`config.mk`:
```
export PLATFORM = sky130hd
export DESIGN_NAME = fbFetchGen
export DESIGN_NICKNAME = d
export VERILOG_FILES = /design/src/rtl/fbFetchPkg.sv /design/src/rtl/fbFetchCtrl.sv /design/src/rtl/fbFetchPath.sv /design/src/rtl/fbFetchGen.sv
export SDC_FILE = /design/constraint.sdc
export NUM_CORES = 1
export LEC_CHECK = 0
export ABC_AREA = 1
export CORE_AREA = 2 2 189 191
export DETAILED_ROUTE_END_ITERATION = 10
export DIE_AREA = 0 0 191 193
export SYNTH_ARGS = -nofsm -noshare
export SYNTH_HDL_FRONTEND = slang
export SYNTH_SLANG_ARGS = --single-unit
```
`constraint.sdc`:
```
create_clock -name clk -period 12 [get_ports clk]
set_input_delay 3 -clock clk [delete_from_list [all_inputs] [get_ports clk]]
set_output_delay 3 -clock clk [all_outputs]
set_load 0.005 [all_outputs]
```
`src/rtl/fbFetchPkg.sv`:
```
package fbFetchPkg;

  // Strobes from the control FSM to the datapath
  typedef struct packed {
    logic loadFrame;   // reload walk and level at top of frame
    logic issueReq;    // capture a new request into the output registers
    logic acceptReq;   // current request granted this cycle
  } fetchStrobe_t;

  typedef enum logic [0:0] {
    ST_IDLE = 1'b0,
    ST_RUN  = 1'b1
  } fetchState_t;

endpackage

```
`src/rtl/fbFetchCtrl.sv`:
```
module fbFetchCtrl
  import fbFetchPkg::*;
#(
  parameter int FREE_W      = 12,
  parameter int BURST_BYTES = 64
) (
  input  logic              clk,
  input  logic              rstN,
  input  logic              frameStart,
  input  logic              layerEn,
  input  logic [FREE_W-1:0] fifoFree,
  input  logic              reqReady,
  input  logic              cfgOk,
  input  logic              lineDone,
  input  logic              lastLine,
  output logic              reqValid,
  output logic              fetchActive,
  output fetchStrobe_t      strobe
);

  localparam logic [FREE_W-1:0] NEED_FREE = FREE_W'(BURST_BYTES);

  fetchState_t state, stateNext;
  logic        validNext;
  logic        roomOk;

  assign roomOk = (fifoFree >= NEED_FREE);

  always_comb begin
    strobe.loadFrame = frameStart;
    strobe.acceptReq = reqValid && reqReady;
    // a new request only from an idle handshake, never in a frame-start cycle
    strobe.issueReq  = (state == ST_RUN) && !reqValid && layerEn && roomOk && !frameStart;
  end

  always_comb begin
    stateNext = state;
    if (frameStart) begin
      stateNext = cfgOk ? ST_RUN : ST_IDLE;
    end else if (strobe.acceptReq && lineDone && lastLine) begin
      stateNext = ST_IDLE;
    end
  end

  always_comb begin
    validNext = reqValid;
    if (strobe.issueReq) begin
      validNext = 1'b1;
    end else if (strobe.acceptReq) begin
      validNext = 1'b0;
    end
  end

  always_ff @(posedge clk or negedge rstN) begin
    if (!rstN) begin
      state    <= ST_IDLE;
      reqValid <= 1'b0;
    end else begin
      state    <= stateNext;
      reqValid <= validNext;
    end
  end

  assign fetchActive = (state == ST_RUN);

endmodule

```
`src/rtl/fbFetchPath.sv`:
```
module fbFetchPath
  import fbFetchPkg::*;
#(
  parameter int ADDR_W      = 32,
  parameter int LEN_W       = 13,
  parameter int LINE_W      = 11,
  parameter int BURST_BYTES = 64,
  parameter int BURST_W     = 7,
  parameter int POP_BYTES   = 4,
  parameter int AVAIL_W     = 26
) (
  input  logic               clk,
  input  logic               rstN,
  input  fetchStrobe_t       strobe,
  input  logic [ADDR_W-1:0]  cfgStartAddr,
  input  logic [LEN_W-1:0]   cfgLineLen,
  input  logic [LEN_W-1:0]   cfgPitch,
  input  logic [LINE_W-1:0]  cfgLineCount,
  input  logic               dispPop,
  input  logic               dispLineEnd,
  input  logic               underrunEn,
  input  logic               underrunClr,
  output logic [ADDR_W-1:0]  reqAddr,
  output logic [BURST_W-1:0] reqBytes,
  output logic               cfgOk,
  output logic               lineDone,
  output logic               lastLine,
  output logic               underrunFlag,
  output logic               discardPulse,
  output logic [LEN_W-1:0]   discardBytes
);

  localparam logic [LEN_W-1:0]   BURST_LEN = LEN_W'(BURST_BYTES);
  localparam logic [AVAIL_W-1:0] POP_AMT   = AVAIL_W'(POP_BYTES);

  // ---------------- line walk ----------------
  logic [ADDR_W-1:0]  lineAddr;
  logic [LEN_W-1:0]   byteOff;
  logic [LINE_W-1:0]  lineIdx;
  logic [LEN_W-1:0]   remLine;
  logic [BURST_W-1:0] burstLen;
  logic [LEN_W:0]     offAfter;
  logic [LINE_W:0]    lineNext;

  assign remLine  = cfgLineLen - byteOff;
  assign burstLen = (remLine > BURST_LEN) ? BURST_W'(BURST_BYTES) : BURST_W'(remLine);
  assign offAfter = {1'b0, byteOff} + (LEN_W+1)'(reqBytes);
  assign lineDone = (offAfter >= {1'b0, cfgLineLen});
  assign lineNext = {1'b0, lineIdx} + (LINE_W+1)'(1);
  assign lastLine = (lineNext >= {1'b0, cfgLineCount});
  assign cfgOk    = (cfgLineLen != '0) && (cfgLineCount != '0);

  always_ff @(posedge clk or negedge rstN) begin
    if (!rstN) begin
      lineAddr <= '0;
      byteOff  <= '0;
      lineIdx  <= '0;
    end else if (strobe.loadFrame) begin
      lineAddr <= cfgStartAddr;
      byteOff  <= '0;
      lineIdx  <= '0;
    end else if (strobe.acceptReq) begin
      if (lineDone) begin
        byteOff  <= '0;
        lineAddr <= lineAddr + ADDR_W'(cfgPitch);
        lineIdx  <= lineNext[LINE_W-1:0];
      end else begin
        byteOff  <= offAfter[LEN_W-1:0];
      end
    end
  end

  always_ff @(posedge clk or negedge rstN) begin
    if (!rstN) begin
      reqAddr  <= '0;
      reqBytes <= '0;
    end else if (strobe.issueReq) begin
      reqAddr  <= lineAddr + ADDR_W'(byteOff);
      reqBytes <= burstLen;
    end
  end

  // ---------------- FIFO level and display side ----------------
  logic signed [AVAIL_W-1:0] level, levelNext;
  logic        [AVAIL_W-1:0] rdPos, rdNext;
  logic        [AVAIL_W-1:0] accAmt, popAmt, discAmt, lenExt;
  logic                      popOk, underrunEvt;

  assign lenExt      = AVAIL_W'(cfgLineLen);
  assign popOk       = dispPop && (level >= $signed(POP_AMT));
  assign underrunEvt = dispPop && !popOk;
  assign popAmt      = popOk ? POP_AMT : '0;
  assign accAmt      = strobe.acceptReq ? AVAIL_W'(reqBytes) : '0;
  assign rdNext      = rdPos + popAmt;
  assign discAmt     = (dispLineEnd && (rdNext < lenExt)) ? (lenExt - rdNext) : '0;
  assign levelNext   = level + $signed(accAmt) - $signed(popAmt) - $signed(discAmt);

  always_ff @(posedge clk or negedge rstN) begin
    if (!rstN) begin
      level <= '0;
      rdPos <= '0;
    end else if (strobe.loadFrame) begin
      level <= '0;
      rdPos <= '0;
    end else begin
      level <= levelNext;
      rdPos <= dispLineEnd ? '0 : rdNext;
    end
  end

  always_ff @(posedge clk or negedge rstN) begin
    if (!rstN) begin
      underrunFlag <= 1'b0;
    end else if (underrunEvt && underrunEn) begin
      underrunFlag <= 1'b1;
    end else if (underrunClr) begin
      underrunFlag <= 1'b0;
    end
  end

  always_ff @(posedge clk or negedge rstN) begin
    if (!rstN) begin
      discardPulse <= 1'b0;
      discardBytes <= '0;
    end else begin
      discardPulse <= dispLineEnd && (discAmt != '0);
      discardBytes <= discAmt[LEN_W-1:0];
    end
  end

endmodule

```
`src/rtl/fbFetchGen.sv`:
```
module fbFetchGen
  import fbFetchPkg::*;
#(
  parameter int ADDR_W      = 32,
  parameter int LEN_W       = 13,
  parameter int LINE_W      = 11,
  parameter int FREE_W      = 12,
  parameter int BURST_BYTES = 64,
  parameter int POP_BYTES   = 4,
  localparam int BURST_W    = $clog2(BURST_BYTES + 1),
  localparam int AVAIL_W    = LEN_W + LINE_W + 2
) (
  input  logic               clk,
  input  logic               rstN,
  input  logic               layerEn,
  input  logic               frameStart,
  input  logic [ADDR_W-1:0]  cfgStartAddr,
  input  logic [LEN_W-1:0]   cfgLineLen,
  input  logic [LEN_W-1:0]   cfgPitch,
  input  logic [LINE_W-1:0]  cfgLineCount,
  input  logic [FREE_W-1:0]  fifoFree,
  output logic               reqValid,
  input  logic               reqReady,
  output logic [ADDR_W-1:0]  reqAddr,
  output logic [BURST_W-1:0] reqBytes,
  output logic               fetchActive,
  input  logic               dispPop,
  input  logic               dispLineEnd,
  input  logic               underrunEn,
  input  logic               underrunClr,
  output logic               underrunFlag,
  output logic               discardPulse,
  output logic [LEN_W-1:0]   discardBytes
);

  fetchStrobe_t strobe;
  logic         cfgOk, lineDone, lastLine;

  fbFetchCtrl #(
    .FREE_W      (FREE_W),
    .BURST_BYTES (BURST_BYTES)
  ) u_ctrl (
    .clk         (clk),
    .rstN        (rstN),
    .frameStart  (frameStart),
    .layerEn     (layerEn),
    .fifoFree    (fifoFree),
    .reqReady    (reqReady),
    .cfgOk       (cfgOk),
    .lineDone    (lineDone),
    .lastLine    (lastLine),
    .reqValid    (reqValid),
    .fetchActive (fetchActive),
    .strobe      (strobe)
  );

  fbFetchPath #(
    .ADDR_W      (ADDR_W),
    .LEN_W       (LEN_W),
    .LINE_W      (LINE_W),
    .BURST_BYTES (BURST_BYTES),
    .BURST_W     (BURST_W),
    .POP_BYTES   (POP_BYTES),
    .AVAIL_W     (AVAIL_W)
  ) u_path (
    .clk          (clk),
    .rstN         (rstN),
    .strobe       (strobe),
    .cfgStartAddr (cfgStartAddr),
    .cfgLineLen   (cfgLineLen),
    .cfgPitch     (cfgPitch),
    .cfgLineCount (cfgLineCount),
    .dispPop      (dispPop),
    .dispLineEnd  (dispLineEnd),
    .underrunEn   (underrunEn),
    .underrunClr  (underrunClr),
    .reqAddr      (reqAddr),
    .reqBytes     (reqBytes),
    .cfgOk        (cfgOk),
    .lineDone     (lineDone),
    .lastLine     (lastLine),
    .underrunFlag (underrunFlag),
    .discardPulse (discardPulse),
    .discardBytes (discardBytes)
  );

endmodule

```
# Yosys cells after proc, flatten, opt, wreduce, memory -nomap -nowiden
# Cells that the tools add are included.
[op_classes] n_addsub=10 magnitude_cmp=6 muxes=23 reduce_logical=25
[op_table] cell="2-to-1 mux 26 bit" count=4
[op_table] cell="2-to-1 mux 32 bit" count=3
[op_table] cell="adder 32 x 13 -> 32 bit" count=2
[op_table] cell="adder 26 bit" count=2
[op_table] cell="subtractor 26 bit" count=2
[op_table] cell="2-to-1 mux 13 bit" count=3
[op_table] cell="2-to-1 mux 11 bit" count=3
[op_table] cell=">= comparator 26 x 4 -> 1 bit (second input constant)" count=1
[op_table] cell="less-than comparator 26 x 13 -> 1 bit" count=1
[op_table] cell="nonzero test 26 bit" count=1
[op_table] cell="subtractor 13 x 26 -> 26 bit" count=1
[op_table] cell="adder 13 x 7 -> 14 bit" count=1
[op_table] cell=">= comparator 14 x 13 -> 1 bit" count=1
[op_table] cell="2-to-1 mux 7 bit" count=2
[op_table] cell="> comparator 13 x 7 -> 1 bit (second input constant)" count=1
[op_table] cell="logical AND 1 bit" count=13
[op_table] cell="nonzero test 13 bit" count=1
[op_table] cell="subtractor 13 bit" count=1
[op_table] cell="adder 11 x 1 -> 12 bit (second input constant)" count=1
[op_table] cell=">= comparator 12 x 11 -> 1 bit" count=1
[op_table] cell=">= comparator 12 x 7 -> 1 bit (second input constant)" count=1
[op_table] cell="nonzero test 11 bit" count=1
[op_table] cell="nonzero test 2 bit" count=5
[op_table] cell="2-to-1 mux 1 bit" count=7
[op_table] cell="3 further kinds" count=5
[totals] register_bits=164 output_inout_bits=56 elab_cells=76

# Logic depth before layout (Yosys ltp)
# Gate-level depths: netlist of run 1.
[logic_depth] word_depth=9 mapped_depth=42 ltp_nobuf=41

# By module
# From an unflattened synthesis of run 1, not the netlist that was laid out.
[hier_totals] hier_cells=1949 hier_area_um2=13746.9
[modules_own_cells] mod="fbFetchPath" n_inst=1 cells_per_inst=1926 area_each_um2=13605.5
[modules_own_cells] mod="fbFetchCtrl" n_inst=1 cells_per_inst=23 area_each_um2=141.4

# Worst setup path after synthesis of run 1
# OpenSTA, ideal clock, no wires.
[synth_timing] path_type="input -> register" from="input dispPop" to="register u_path.level[12]" setup_ps=126 t_arrival_ps=7797 required_time_ps=11874 slack_ps=4076 cell_stages=34 cell_sequence="inv_1 > nor2_1 > ha_1 > ha_1 > nand3_2 > inv_2 > nand2_1 > xor2_1 > ha_1 > nand2_1 > inv_1 > nand2_1 > nor2_1 > nand2_1 > nand3_1 > nand3_1 > nand2_1 > nand3_2 > nor2_4 > and2_4 > inv_2 > nor3_1 > ha_1 > fa_1 > inv_1 > ha_1 > a21oi_1 > o21ai_0 > a21oi_1 > o21bai_1 > a21oi_1 > o21ai_0 > o21ai_0 > a21oi_1"
[synth_via] elab_chain_len=8 word_cells_on_any_way=10 cone_classes="add/sub: 4; order compare: 1; mux: 3; reduce/logical: 2"
[synth_rtl] element="start: declaration" line_no="fbFetchGen.sv:27" rtl="input logic dispPop,"
[synth_rtl] element="logical AND 1 bit *" line_no="fbFetchPath.sv:90" rtl="assign popOk = dispPop && (level >= $signed(POP_AMT));"
[synth_rtl] element="2-to-1 mux 3 bit *" line_no="fbFetchPath.sv:92" rtl="assign popAmt = popOk ? POP_AMT : '0;"
[synth_rtl] element="adder 26 bit *" line_no="fbFetchPath.sv:94" rtl="assign rdNext = rdPos + popAmt;"
[synth_rtl] element="less-than comparator 26 x 13 -> 1 bit" line_no="fbFetchPath.sv:95" rtl="assign discAmt = (dispLineEnd && (rdNext < lenExt)) ? (lenExt - rdNext) : '0;"
[synth_rtl] element="logical AND 1 bit" line_no="fbFetchPath.sv:95"
[synth_rtl] element="2-to-1 mux 26 bit *" line_no="fbFetchPath.sv:95"
[synth_rtl] element="via u_path.discAmt[3]" line_no="fbFetchPath.sv:86" rtl="logic [AVAIL_W-1:0] accAmt, popAmt, discAmt, lenExt;"
[synth_rtl] element="subtractor 26 bit *" line_no="fbFetchPath.sv:96" rtl="assign levelNext = level + $signed(accAmt) - $signed(popAmt) - $signed(discAmt);"
[synth_rtl] element="2-to-1 mux 26 bit *" line_no="fbFetchPath.sv:102" rtl="end else if (strobe.loadFrame) begin"
[synth_rtl] element="end signal: assignment" line_no="fbFetchPath.sv:106" rtl="level <= levelNext;"
[synth_rtl] element="end: declaration" line_no="fbFetchPath.sv:84" rtl="logic signed [AVAIL_W-1:0] level, levelNext;"
# The timed path passes the listed nets; every way through them passes the cells marked *.
# A chain may end at the register's enable or synchronous reset.

# Worst setup path in the final report of run 1
# Same ends and word-level chain as after synthesis.

==> results of run 1 <==
## registers in the layout (all words and copies together) (netlist names)
register             count
u_ctrl.fetchActive       1
u_ctrl.reqValid          1
u_path.byteOff          13
u_path.discardBytes     13
u_path.discardPulse      1
u_path.level            26
u_path.lineAddr         32
u_path.lineIdx          11
u_path.rdPos            24
u_path.reqAddr          32
u_path.reqBytes          7
u_path.underrunFlag      1
## path summary, 6_finish.rpt
check	from	end	slack, ns	cells past startpoint
max in group asynchronous	rstN	u_path.reqAddr[13]$_DFFE_PN0P_	7.57	3
max	dispPop	u_path.level[12]$_DFF_PN0_	2.75	35
min	u_path.reqAddr[12]$_DFFE_PN0P_	u_path.reqAddr[12]$_DFFE_PN0P_	0.48	2
min reg2reg	u_path.reqAddr[12]$_DFFE_PN0P_	u_path.reqAddr[12]$_DFFE_PN0P_	0.48	2
min in group asynchronous	rstN	u_path.rdPos[22]$_DFF_PN0_	2.45	1
max reg2reg	u_path.level[21]$_DFF_PN0_	u_path.level[12]$_DFF_PN0_	4.63	36
## cell type report
type                    count  area, um2  area share
inverters                 300       1130      0.0691
clock inverters            11        156     0.00959
repair buffers            146       1440      0.0883
clock buffers              20        457      0.0280
multi-input cells        1443       8490       0.521
flip-flops and latches    162       4050       0.249
well taps                 461        577      0.0354
## where the power goes
part           internal (mW)  switching (mW)
clock                  0.339           0.247
combinational          0.454           0.703
sequential             0.629          0.0625
total                   1.42            1.01
## tightest hold or removal path: stages, from the launching register on
cell	delay, ns
sky130_fd_sc_hd__dfrtp_1	0.34
sky130_fd_sc_hd__nand2_1	0.05
sky130_fd_sc_hd__nand2_1	0.05
## placed cells by master (no fill, tap or decap), drive strengths merged, types with 63 or more instances in the layout
| master | count |
|---|---|
| nand3 | 167 |
| clkdlybuf4s50 | 137 |
| dfrtp | 162 |
| a21oi | 122 |
| nor2 | 172 |
| inv | 300 |
| o21ai | 94 |
| xor2 | 63 |
| nand2 | 470 |
| ha | 151 |
## metal layers
metal  GRT usage  vias up  routed length [um]
met5           0        -                   0
met4      0.0674        0                 850
met3      0.0320       41                1750
met2       0.357      324               17600
met1       0.294     5950               18600
li1            -     6588                   -
## per-stage QoR
step	area, um2	total power [mW]	setup WS, ns	hold slack, ns
floorplan	13900	1.51	4.08	0.472
global placement	15700	1.83	2.38	0.465
detailed placement	15700	1.85	2.37	0.465
CTS	16300	2.45	2.80	0.483
global route	16300	2.66	2.21	0.506
finish	16300	2.43	2.75	0.479
## cells by family (layout without fill, tap and decap cells)
logic type / count (synthesis) / after routing
xor gates and xnor gates: 85 / 85
adders and majority gates: 163 / 163
buffers and inverters: 346 / 477
and+or+nand+nor: 895 / 895
AOI/OAI and AO/OA: 286 / 286
DFF: 162 / 162
other: 2 / 14
==> results.md, run 1 <==
* Fraction of the core area covered by cells at the end of the flow at 0.466
* Die extent in x at 191 um
* Avg Vias per Cell at 5.07
* Total power density per cell area at 149 mW/mm2
* Number of global-route vias before repair at 12600
* # hold bufs at CTS at 0
* Maximum number of pins on one net before global-route repair at 89
* Finish-stage setup viols at 0
* Aggregate negative setup slack at 0 ns
* Initial standard-cell utilization of the core at 0.396
* Proportion of netlist area held by the largest area contributor at 0.293
* Final period demand of the worst path at 9.25 ns
* Post-CTS Setup Bufs at 0
* Worst stage delay on the critical path at 0.50 ns
* GR Overflow Total at 0
* Row cnt at 69
* Number of diodes at 0
* Fraction of layout cells with a size suffix above 1 at 0.0451
* Portion of the clock cycle consumed by the worst path in the final layout at 0.771
* Fraction of registers with async set/reset at 1.00
* Critical path class: in2reg
* Root Driver: sky130_fd_sc_hd__clkbuf_16
* Top cell types by occurrence after synthesis: sky130_fd_sc_hd__nand2_1, sky130_fd_sc_hd__inv_1, sky130_fd_sc_hd__nand3_1, sky130_fd_sc_hd__dfrtp_1, sky130_fd_sc_hd__ha_1
* Crit. End Element: flip-flop
* Most common cell in the netlist: sky130_fd_sc_hd__nand2_1
* Die Area at 0.0369 mm2
* Layout overhead on the synthesized area at 17.8%
* Post-Synth Adder-Cell Area at 0.154
* Total wirelength of the detailed-routed design at 38.8 mm
* Summed instance area of the synthesized netlist at 0.0138 mm2
* Yosys warnings at 0
* Post-DP HPWL at 30.1 mm
* Area of the core region at 0.0350 mm2
* Slew of the pin with the lowest slew margin at 1.00 ns
* Worst hold path class: reg2reg
* Leading area contributor after synthesis: sky130_fd_sc_hd__dfrtp_1
* EDFF count, synth at 0
* Number of slew-limit violations in the final report at 0
* Post-synthesis instance total at 1939
* Global-route wire length before repair at 63.2 mm
* Worst clock skew on the final layout at 0.0106 ns
* Predominant post-synthesis flop cell: sky130_fd_sc_hd__dfrtp_1
* RSZ-0062 raised after global routing: false
* Complex-gate fraction of the synthesized area at 0.116
* Area share of xor/xnor cells in the synthesized design at 0.0538
* Post-detailed-route count of antenna-violating nets at 0
* Category of the worst setup path launch point: input pin
* Overall routing resource usage at 0.217
* Leakage at 8.19 nW
* Flip-flop and latch count after synthesis at 162
* Number of fill cells in the layout at 3559
* Final Hold Vio Count at 0
* Y dimension of the die at 193 um
* Mux contribution to synthesized area at 0
* Clock-pin transition on the worst setup and hold timing paths at 0.07 ns
* FMAX at 108 MHz
* Main combinational cell family by area after synthesis: simple AND/OR/NAND/NOR gates
* Number of I/O pins at 146
* Count of maximum capacitance violations at 0
* Number of buffer and inverter instances along the worst setup path at 6
* Leading post-synthesis cells by cell area: sky130_fd_sc_hd__dfrtp_1, sky130_fd_sc_hd__ha_1, sky130_fd_sc_hd__nand2_1, sky130_fd_sc_hd__inv_1, sky130_fd_sc_hd__nand3_1
* Clock buffers created by TritonCTS at 17
* Antenna violations before repair at 0
* Latest clock arrival within the worst-skew pair at 0.45 ns
* DRC violations left at 0
* Top delay family on crit path: adder cells
* Total Nets Final at 2323
* Maximum buffer depth of the clock tree at 2
* Maximum level of the CTS H-tree at 4
* Maximum fanout encountered on the critical timing path at 11
* Number of instances in the placed design at 2512
* Count of vias placed by the detailed router at 12900
* First drt pass iteration count at 7
* Seq/Total Area, Yosys at 0.293
* Synth cell types at 52
* Relative max-transition margin at 0.331
* Maximum vdd ir drop at 0.000118 V
* Post-cts gate resize count at 0
* Number of buffer cells added on primary ports at 139
* Number of violations reported at the end of detailed-routing iteration 0 at 834
* Mean instance size in the synthesized netlist at 7.14 um2
* Number of non-filler instances in the completed layout at 2543
* Arrival time worst endpoint at 9.57 ns
* TritonCTS clock tree: yes
* Detailed-route wire length per cell at 15.3 um
* Weighted congestion reported at the end of routability-driven placement at 0.909
* Slowest library cell on the worst path: sky130_fd_sc_hd__fa_1
* Required time of the critical path at 12.32 ns
* Result of the run: finished clean
* CTS Sinks at 162
* Post-synthesis simple-gate area fraction at 0.286
No activity file was read; power rests on OpenSTA's default activity.
==> inputs of run 2 (changes only) <==
- clock period: 12 -> 9.45 ns (I/O delays scaled with it)
==> run 2 against run 1 <==
Clock skew is 0.0010 ns higher. Global-route usage increased by 0.32 points. Sequential power grew 27%. Die area did not move. Setup slack worse by 1.8 ns. Non-clock buffer count is the same. Final area hardly changed. Total power increased by 26%. Sequential cell count stayed put. Count of clock-buffer cells in the layout is 1 higher. Clock power increased by 24%. Critical path type unchanged. Critical endpoint unchanged.
==> results.md, run 2 (synthesis gave the netlist of run 1 again) <==
* Crit. End Element: flip-flop
* Number of violations reported at the end of detailed-routing iteration 0 at 785
* Number of I/O pins at 146
* Leakage at 8.19 nW
* Worst hold path class: reg2reg
* Total Nets Final at 2323
* Top delay family on crit path: adder cells
* DRC violations left at 0
* Root Driver: sky130_fd_sc_hd__clkbuf_16
* Worst clock skew on the final layout at 0.0116 ns
* FF/Latch Area at 0.00405 mm2
* Layout overhead on the synthesized area at 17.7%
* Post-DP HPWL at 30.3 mm
* Number of fill cells in the layout at 3536
* Fraction of layout cells with a size suffix above 1 at 0.0451
* Number of diodes at 0
* Maximum fanout encountered on the critical timing path at 11
* Row cnt at 69
* Latest clock arrival within the worst-skew pair at 0.44 ns
* Weighted congestion reported at the end of routability-driven placement at 0.903
* Initial standard-cell utilization of the core at 0.396
* Antenna violations before repair at 0
* Flop-to-flop setup slack at 2.23 ns
* Die extent in x at 191 um
* Maximum number of pins on one net before global-route repair at 89
* Portion of the clock cycle consumed by the worst path in the final layout at 0.894
* Required time of the critical path at 9.78 ns
* Total wirelength of the detailed-routed design at 38.9 mm
* Final Hold Vio Count at 0
* Result of the run: finished clean
* Aggregate negative setup slack at 0 ns
* Area of combinational cells with multiple inputs at 0.00849 mm2
* Avg Vias per Cell at 5.05
* FMAX at 118 MHz
* Overall routing resource usage at 0.220
* Maximum level of the CTS H-tree at 4
* Critical R2R Capture: u_path.level[12]$_DFF_PN0_
* Crit. path cell count at 35
* Worst reg2reg startpoint: u_path.level[25]$_DFF_PN0_
* GR Overflow Total at 0
* Clock-pin transition on the worst setup and hold timing paths at 0.07 ns
* Global-route wire length before repair at 64.4 mm
* TritonCTS clock tree: yes
* Category of the worst setup path launch point: input pin
* Most common cell after layout, fill and taps aside: sky130_fd_sc_hd__nand2_1
* Post-detailed-route count of antenna-violating nets at 0
* RSZ-0062 raised after global routing: false
* Cell depth of the worst flop-to-flop path at 36
* Finish-stage setup viols at 0
* Number of buffer cells added on primary ports at 139
* Final period demand of the worst path at 8.45 ns
* Leading cell types in the layout, fill and taps excluded: sky130_fd_sc_hd__nand2_1, sky130_fd_sc_hd__inv_1, sky130_fd_sc_hd__nand3_1
* Arrival time worst endpoint at 8.78 ns
* Slowest library cell on the worst path: sky130_fd_sc_hd__fa_1
* Maximum vdd ir drop at 0.000144 V
* Number of global-route vias before repair at 12700
* Critical path class: in2reg
* Worst stage delay on the critical path at 0.50 ns
* # hold bufs at CTS at 0
* Clock buffers created by TritonCTS at 17
* First drt pass iteration count at 5
* Number of instances in the placed design at 2512
* Number of non-filler instances in the completed layout at 2543
* Post-cts gate resize count at 0
* Die Area at 0.0369 mm2
* Largest registers: u_path.lineAddr: 32 flops, u_path.reqAddr: 32 flops, u_path.level: 26 flops
* Post-CTS Setup Bufs at 0
* Count of vias placed by the detailed router at 12800
* Area of the core region at 0.0350 mm2
* Count of maximum capacitance violations at 0
* Y dimension of the die at 193 um
* Detailed-route wire length per cell at 15.3 um
* Slew of the pin with the lowest slew margin at 0.980 ns
* Setup crit end: u_path.level[12]$_DFF_PN0_
* Maximum buffer depth of the clock tree at 2
* Number of buffer and inverter instances along the worst setup path at 6
* Number of slew-limit violations in the final report at 0
* Total power density per cell area at 188 mW/mm2
* CP Launch Point: dispPop
* CTS Sinks at 162
* Relative max-transition margin at 0.347
-- run 2: cell types whose count changed in the layout (fill, tap and decap cells not counted) --
| cell | change |
|---|---|
| sky130_fd_sc_hd__bufinv_16 | -1 |
| sky130_fd_sc_hd__clkbuf_8 | +1 |
| sky130_fd_sc_hd__clkinv_4 | -2 |
| sky130_fd_sc_hd__inv_6 | +2 |
-- run 2: layout make-up --
type	instances	share of cell area
timing repair buffer	146	0.0884
multi-input combinational	1443	0.522
inverter	300	0.0691
tap	461	0.0354
clock buffer	21	0.0289
sequential	162	0.249
clock inverter	10	0.00776
-- run 2: per-layer routing --
metal / vias to the layer above / share of wire / global-route usage
met2: 281 / 0.45 / 0.355
met4: 0 / 0.025 / 0.0730
li1: 6567 / - / -
met3: 58 / 0.036 / 0.0302
met5: - / 0 / 0
met1: 5929 / 0.49 / 0.304
-- run 2: worst register-to-register path: cells and delay by family, from the launching register on --
family	cells	cell delay, ns
AOI/OAI and AO/OA	9	1.81
buffers and inverters	4	0.37
adders and majority gates	6	1.89
xor gates and xnor gates	1	0.27
and+or+nand+nor	16	2.38
DFF	1	0.41
-- run 2: power by group --
| group | leakage, nW | switching, mW | internal, mW |
|---|---|---|---|
| logic | 5.75 | 0.886 | 0.577 |
| registers | 2.16 | 0.0787 | 0.799 |
| clock network | 0.282 | 0.317 | 0.412 |
-- run 2: how the worst min path moves through the flow --
| stage | from | end | slack, ns | depth (start not counted) |
|---|---|---|---|---|
| 2_1_floorplan | u_path.reqAddr[0]$_DFFE_PN0P_ | u_path.reqAddr[0]$_DFFE_PN0P_ | 0.47 | 2 |
| 3_3_place_gp | u_path.reqAddr[26]$_DFFE_PN0P_ | u_path.reqAddr[26]$_DFFE_PN0P_ | 0.47 | 2 |
| 3_5_place_dp | u_path.reqAddr[24]$_DFFE_PN0P_ | u_path.reqAddr[24]$_DFFE_PN0P_ | 0.47 | 2 |
| 4_1_cts | u_path.reqAddr[24]$_DFFE_PN0P_ | u_path.reqAddr[24]$_DFFE_PN0P_ | 0.48 | 2 |
| 5_1_grt | u_path.reqAddr[0]$_DFFE_PN0P_ | u_path.reqAddr[0]$_DFFE_PN0P_ | 0.51 | 2 |
| 6_report | u_path.reqAddr[24]$_DFFE_PN0P_ | u_path.reqAddr[24]$_DFFE_PN0P_ | 0.48 | 2 |
-- run 2: stage by stage --
step	utilization	hold slack (ns)	area (um2)	setup WS, ns	total power [mW]
final	0.466	0.482	16300	1.00	3.07
after floorplan	-	0.472	13900	2.16	1.91
after detailed placement	0.449	0.465	15700	0.537	2.35
after global placement	0.449	0.466	15700	0.591	2.33
after global routing	0.466	0.507	16300	0.288	3.36
after CTS	0.466	0.484	16300	0.994	3.09
==> inputs of run 3 (changes only) <==
- GPL_TIMING_DRIVEN: not set -> 1
- SYNTH_HIERARCHICAL: not set -> 1
==> run 3 against run 2 <==
Total power up 8.7%. Final area decreased by 0.57%. Global-route usage is essentially flat. Setup slack got worse by 0.0087 ns. Worst hold slack gained 0.010 ns. First-iteration DRC count up 12%.
==> results.md, run 3 <==
* Result of the run: finished clean
* Predominant post-synthesis flop cell: sky130_fd_sc_hd__dfrtp_1
* Fraction of layout cells with a size suffix above 1 at 0.0439
* Number of fill cells in the layout at 3623
* Mean instance size in the synthesized netlist at 7.05 um2
* Post-detailed-route count of antenna-violating nets at 0
* Summed instance area of the synthesized netlist at 0.0137 mm2
* Die Area at 0.0369 mm2
* Maximum number of pins on one net before global-route repair at 66
* Relative max-transition margin at 0.336
* Yosys warnings at 6
* Leakage at 8.25 nW
* Post-synthesis instance total at 1949
* Critical path class: in2reg
* Weighted congestion reported at the end of routability-driven placement at 0.890
* Initial standard-cell utilization of the core at 0.393
* Most common cell in the netlist: sky130_fd_sc_hd__nand2_1
* Maximum vdd ir drop at 0.000126 V
* EDFF count, synth at 0
* Count of maximum capacitance violations at 0
* Area of combinational cells with multiple inputs at 0.00841 mm2
* Category of the worst setup path launch point: input pin
* Minimum setup slack after placement at 0.580 ns
* Final period demand of the worst path at 8.46 ns
* Leading post-synthesis cells by cell area: sky130_fd_sc_hd__dfrtp_1, sky130_fd_sc_hd__nand2_1, sky130_fd_sc_hd__ha_1, sky130_fd_sc_hd__inv_1, sky130_fd_sc_hd__nand3_1
* Layout overhead on the synthesized area at 17.8%
* FF/Latch Area at 0.00405 mm2
* RSZ-0062 raised after global routing: false
* Portion of the clock cycle consumed by the worst path in the final layout at 0.895
* Number of violations reported at the end of detailed-routing iteration 0 at 880
* Number of buffer cells added on primary ports at 139
* Maximum fanout encountered on the critical timing path at 11
* Post-CTS Setup Bufs at 0
* Leading cell types in the layout, fill and taps excluded: sky130_fd_sc_hd__nand2_1, sky130_fd_sc_hd__inv_1, sky130_fd_sc_hd__dfrtp_1
* Die extent in x at 191 um
* Area of the core region at 0.0350 mm2
* CTS Sinks at 162
* Latest clock arrival within the worst-skew pair at 0.44 ns
* Aggregate negative setup slack at 0 ns
* Worst hold path class: reg2reg
* Maximum level of the CTS H-tree at 4
* Flip-flop and latch count after synthesis at 162
* # hold bufs at CTS at 0
* Slew of the pin with the lowest slew margin at 0.992 ns
* Detailed-route wire length per cell at 15.3 um
* Fraction of registers with async set/reset at 1.00
* FMAX at 118 MHz
* First drt pass iteration count at 5
* Final Hold Vio Count at 0
* Worst stage delay on the critical path at 0.54 ns
* Number of diodes at 0
* Avg Vias per Cell at 5.07
* Seq/Total Area, Yosys at 0.295
* Overall routing resource usage at 0.221
* Leading area contributor after synthesis: sky130_fd_sc_hd__dfrtp_1
* Number of slew-limit violations in the final report at 0
* Total Nets Final at 2337
* Required time of the critical path at 9.77 ns
* Row cnt at 69
* Total power density per cell area at 206 mW/mm2
* Y dimension of the die at 193 um
* Proportion of netlist area held by the largest area contributor at 0.295
* Synth cell types at 50
* Post-DP HPWL at 30.3 mm
* Post-cts gate resize count at 0
* Worst clock skew on the final layout at 0.0114 ns
* Total wirelength of the detailed-routed design at 39.2 mm
* Largest registers: u_path/lineAddr: 32 flops, u_path/reqAddr: 32 flops, u_path/level: 26 flops
* Critical Path Most Common Cell: sky130_fd_sc_hd__nor2_1
* Global-route wire length before repair at 64.1 mm
* Most common cell after layout, fill and taps aside: sky130_fd_sc_hd__nand2_1
* Crit. End Element: flip-flop
* Clock buffers created by TritonCTS at 17
* Arrival time worst endpoint at 8.78 ns
* Number of global-route vias before repair at 12800
* Final WS setup at 0.993 ns
* Clock-pin transition on the worst setup and hold timing paths at 0.07 ns
* DRC violations left at 0
* Slowest library cell on the worst path: sky130_fd_sc_hd__fa_1
* Antenna violations before repair at 0
* TritonCTS clock tree: yes
* Finish-stage setup viols at 0
* Root Driver: sky130_fd_sc_hd__clkbuf_16
* Top cell types by occurrence after synthesis: sky130_fd_sc_hd__nand2_1, sky130_fd_sc_hd__inv_1, sky130_fd_sc_hd__dfrtp_1, sky130_fd_sc_hd__nor2_1, sky130_fd_sc_hd__ha_1
* Number of I/O pins at 146
* Count of vias placed by the detailed router at 13000
* GR Overflow Total at 0
* Maximum buffer depth of the clock tree at 2
-- run 3: changes by cell type in the layout (fill, tap and decap cells not counted), sizes merged, moves of 6 or more --
cell | previous run | this run
nand2 | 470 | 524
nand4 | 40 | 46
a21oi | 122 | 104
o21ai | 94 | 109
nor2 | 172 | 178
nand3 | 167 | 141
o22ai | 12 | 0
o21bai | 15 | 7
-- run 3: cell families after synthesis --
group                    Yosys count  synth area share
buffers and inverters            342            0.0967
XOR/XNOR                          85            0.0542
flip-flops                       162             0.295
AND/OR/NAND/NOR                  938             0.295
AO/OA/AOI/OAI                    256             0.103
adder cells (fa/ha/maj)          164             0.156
other                              2          0.000546
-- run 3: per-stage QoR --
step | hold slack (ns) | power (mW) | instances | utilization | area (um2)
after detailed placement | 0.475 | 2.62 | 2525 | 0.446 | 15600
final | 0.492 | 3.34 | 2557 | 0.463 | 16200
after CTS | 0.494 | 3.36 | 2557 | 0.463 | 16200
after global placement | 0.474 | 2.59 | 2525 | 0.446 | 15600
after floorplan | 0.463 | 2.12 | 1961 | - | 13800
after global routing | 0.531 | 3.67 | 2557 | 0.463 | 16200
-- run 3: report_power, final --
part           total, mW  switching [mW]  internal [mW]  leakage (nW)
combinational       1.69            1.00          0.682          5.84
sequential         0.933           0.108          0.825          2.13
clock              0.717           0.314          0.403         0.281
total               3.34            1.43           1.91          8.25
-- run 3: final cells by class --
type                       count  share of cell area
multi-input combinational   1457               0.519
sequential                   162               0.250
timing repair buffer         146              0.0889
inverter                     299              0.0693
tap                          461              0.0356
clock buffer                  20              0.0276
clock inverter                12             0.00904
-- run 3: routing by layer --
| layer | wire length, um | GRT usage | up-vias |
|---|---|---|---|
| met5 | 0 | 0 | - |
| met3 | 1890 | 0.0329 | 60 |
| met1 | 17800 | 0.281 | 6041 |
| li1 | - | - | 6567 |
| met2 | 18500 | 0.382 | 303 |
| met4 | 1070 | 0.0754 | 0 |
-- run 3: worst paths after layout --
| check | startpoint | to | slack [ns] | cells after the start |
|---|---|---|---|---|
| worst max-delay path | dispPop | u_path/level[12]$_DFF_PN0_ | 0.99 | 34 |
| worst min-delay path | u_path/reqAddr[5]$_DFFE_PN0P_ | u_path/reqAddr[5]$_DFFE_PN0P_ | 0.49 | 2 |
| worst max register to register | u_path/level[20]$_DFF_PN0_ | u_path/level[12]$_DFF_PN0_ | 2.29 | 35 |
| worst min register to register | u_path/reqAddr[5]$_DFFE_PN0P_ | u_path/reqAddr[5]$_DFFE_PN0P_ | 0.49 | 2 |
| max in group asynchronous | rstN | u_path/lineAddr[16]$_DFFE_PN0P_ | 6.45 | 2 |
| min in group asynchronous | rstN | u_path/level[25]$_DFF_PN0_ | 1.80 | 1 |
-- run 3: critical path: cells and delay by family --
kind	cells	cell delay, ns
adders and majority gates	6	2.03
and+or+nand+nor	15	2.01
AOI/OAI and AO/OA	8	1.39
buffers and inverters	4	0.75
xor gates and xnor gates	1	0.19
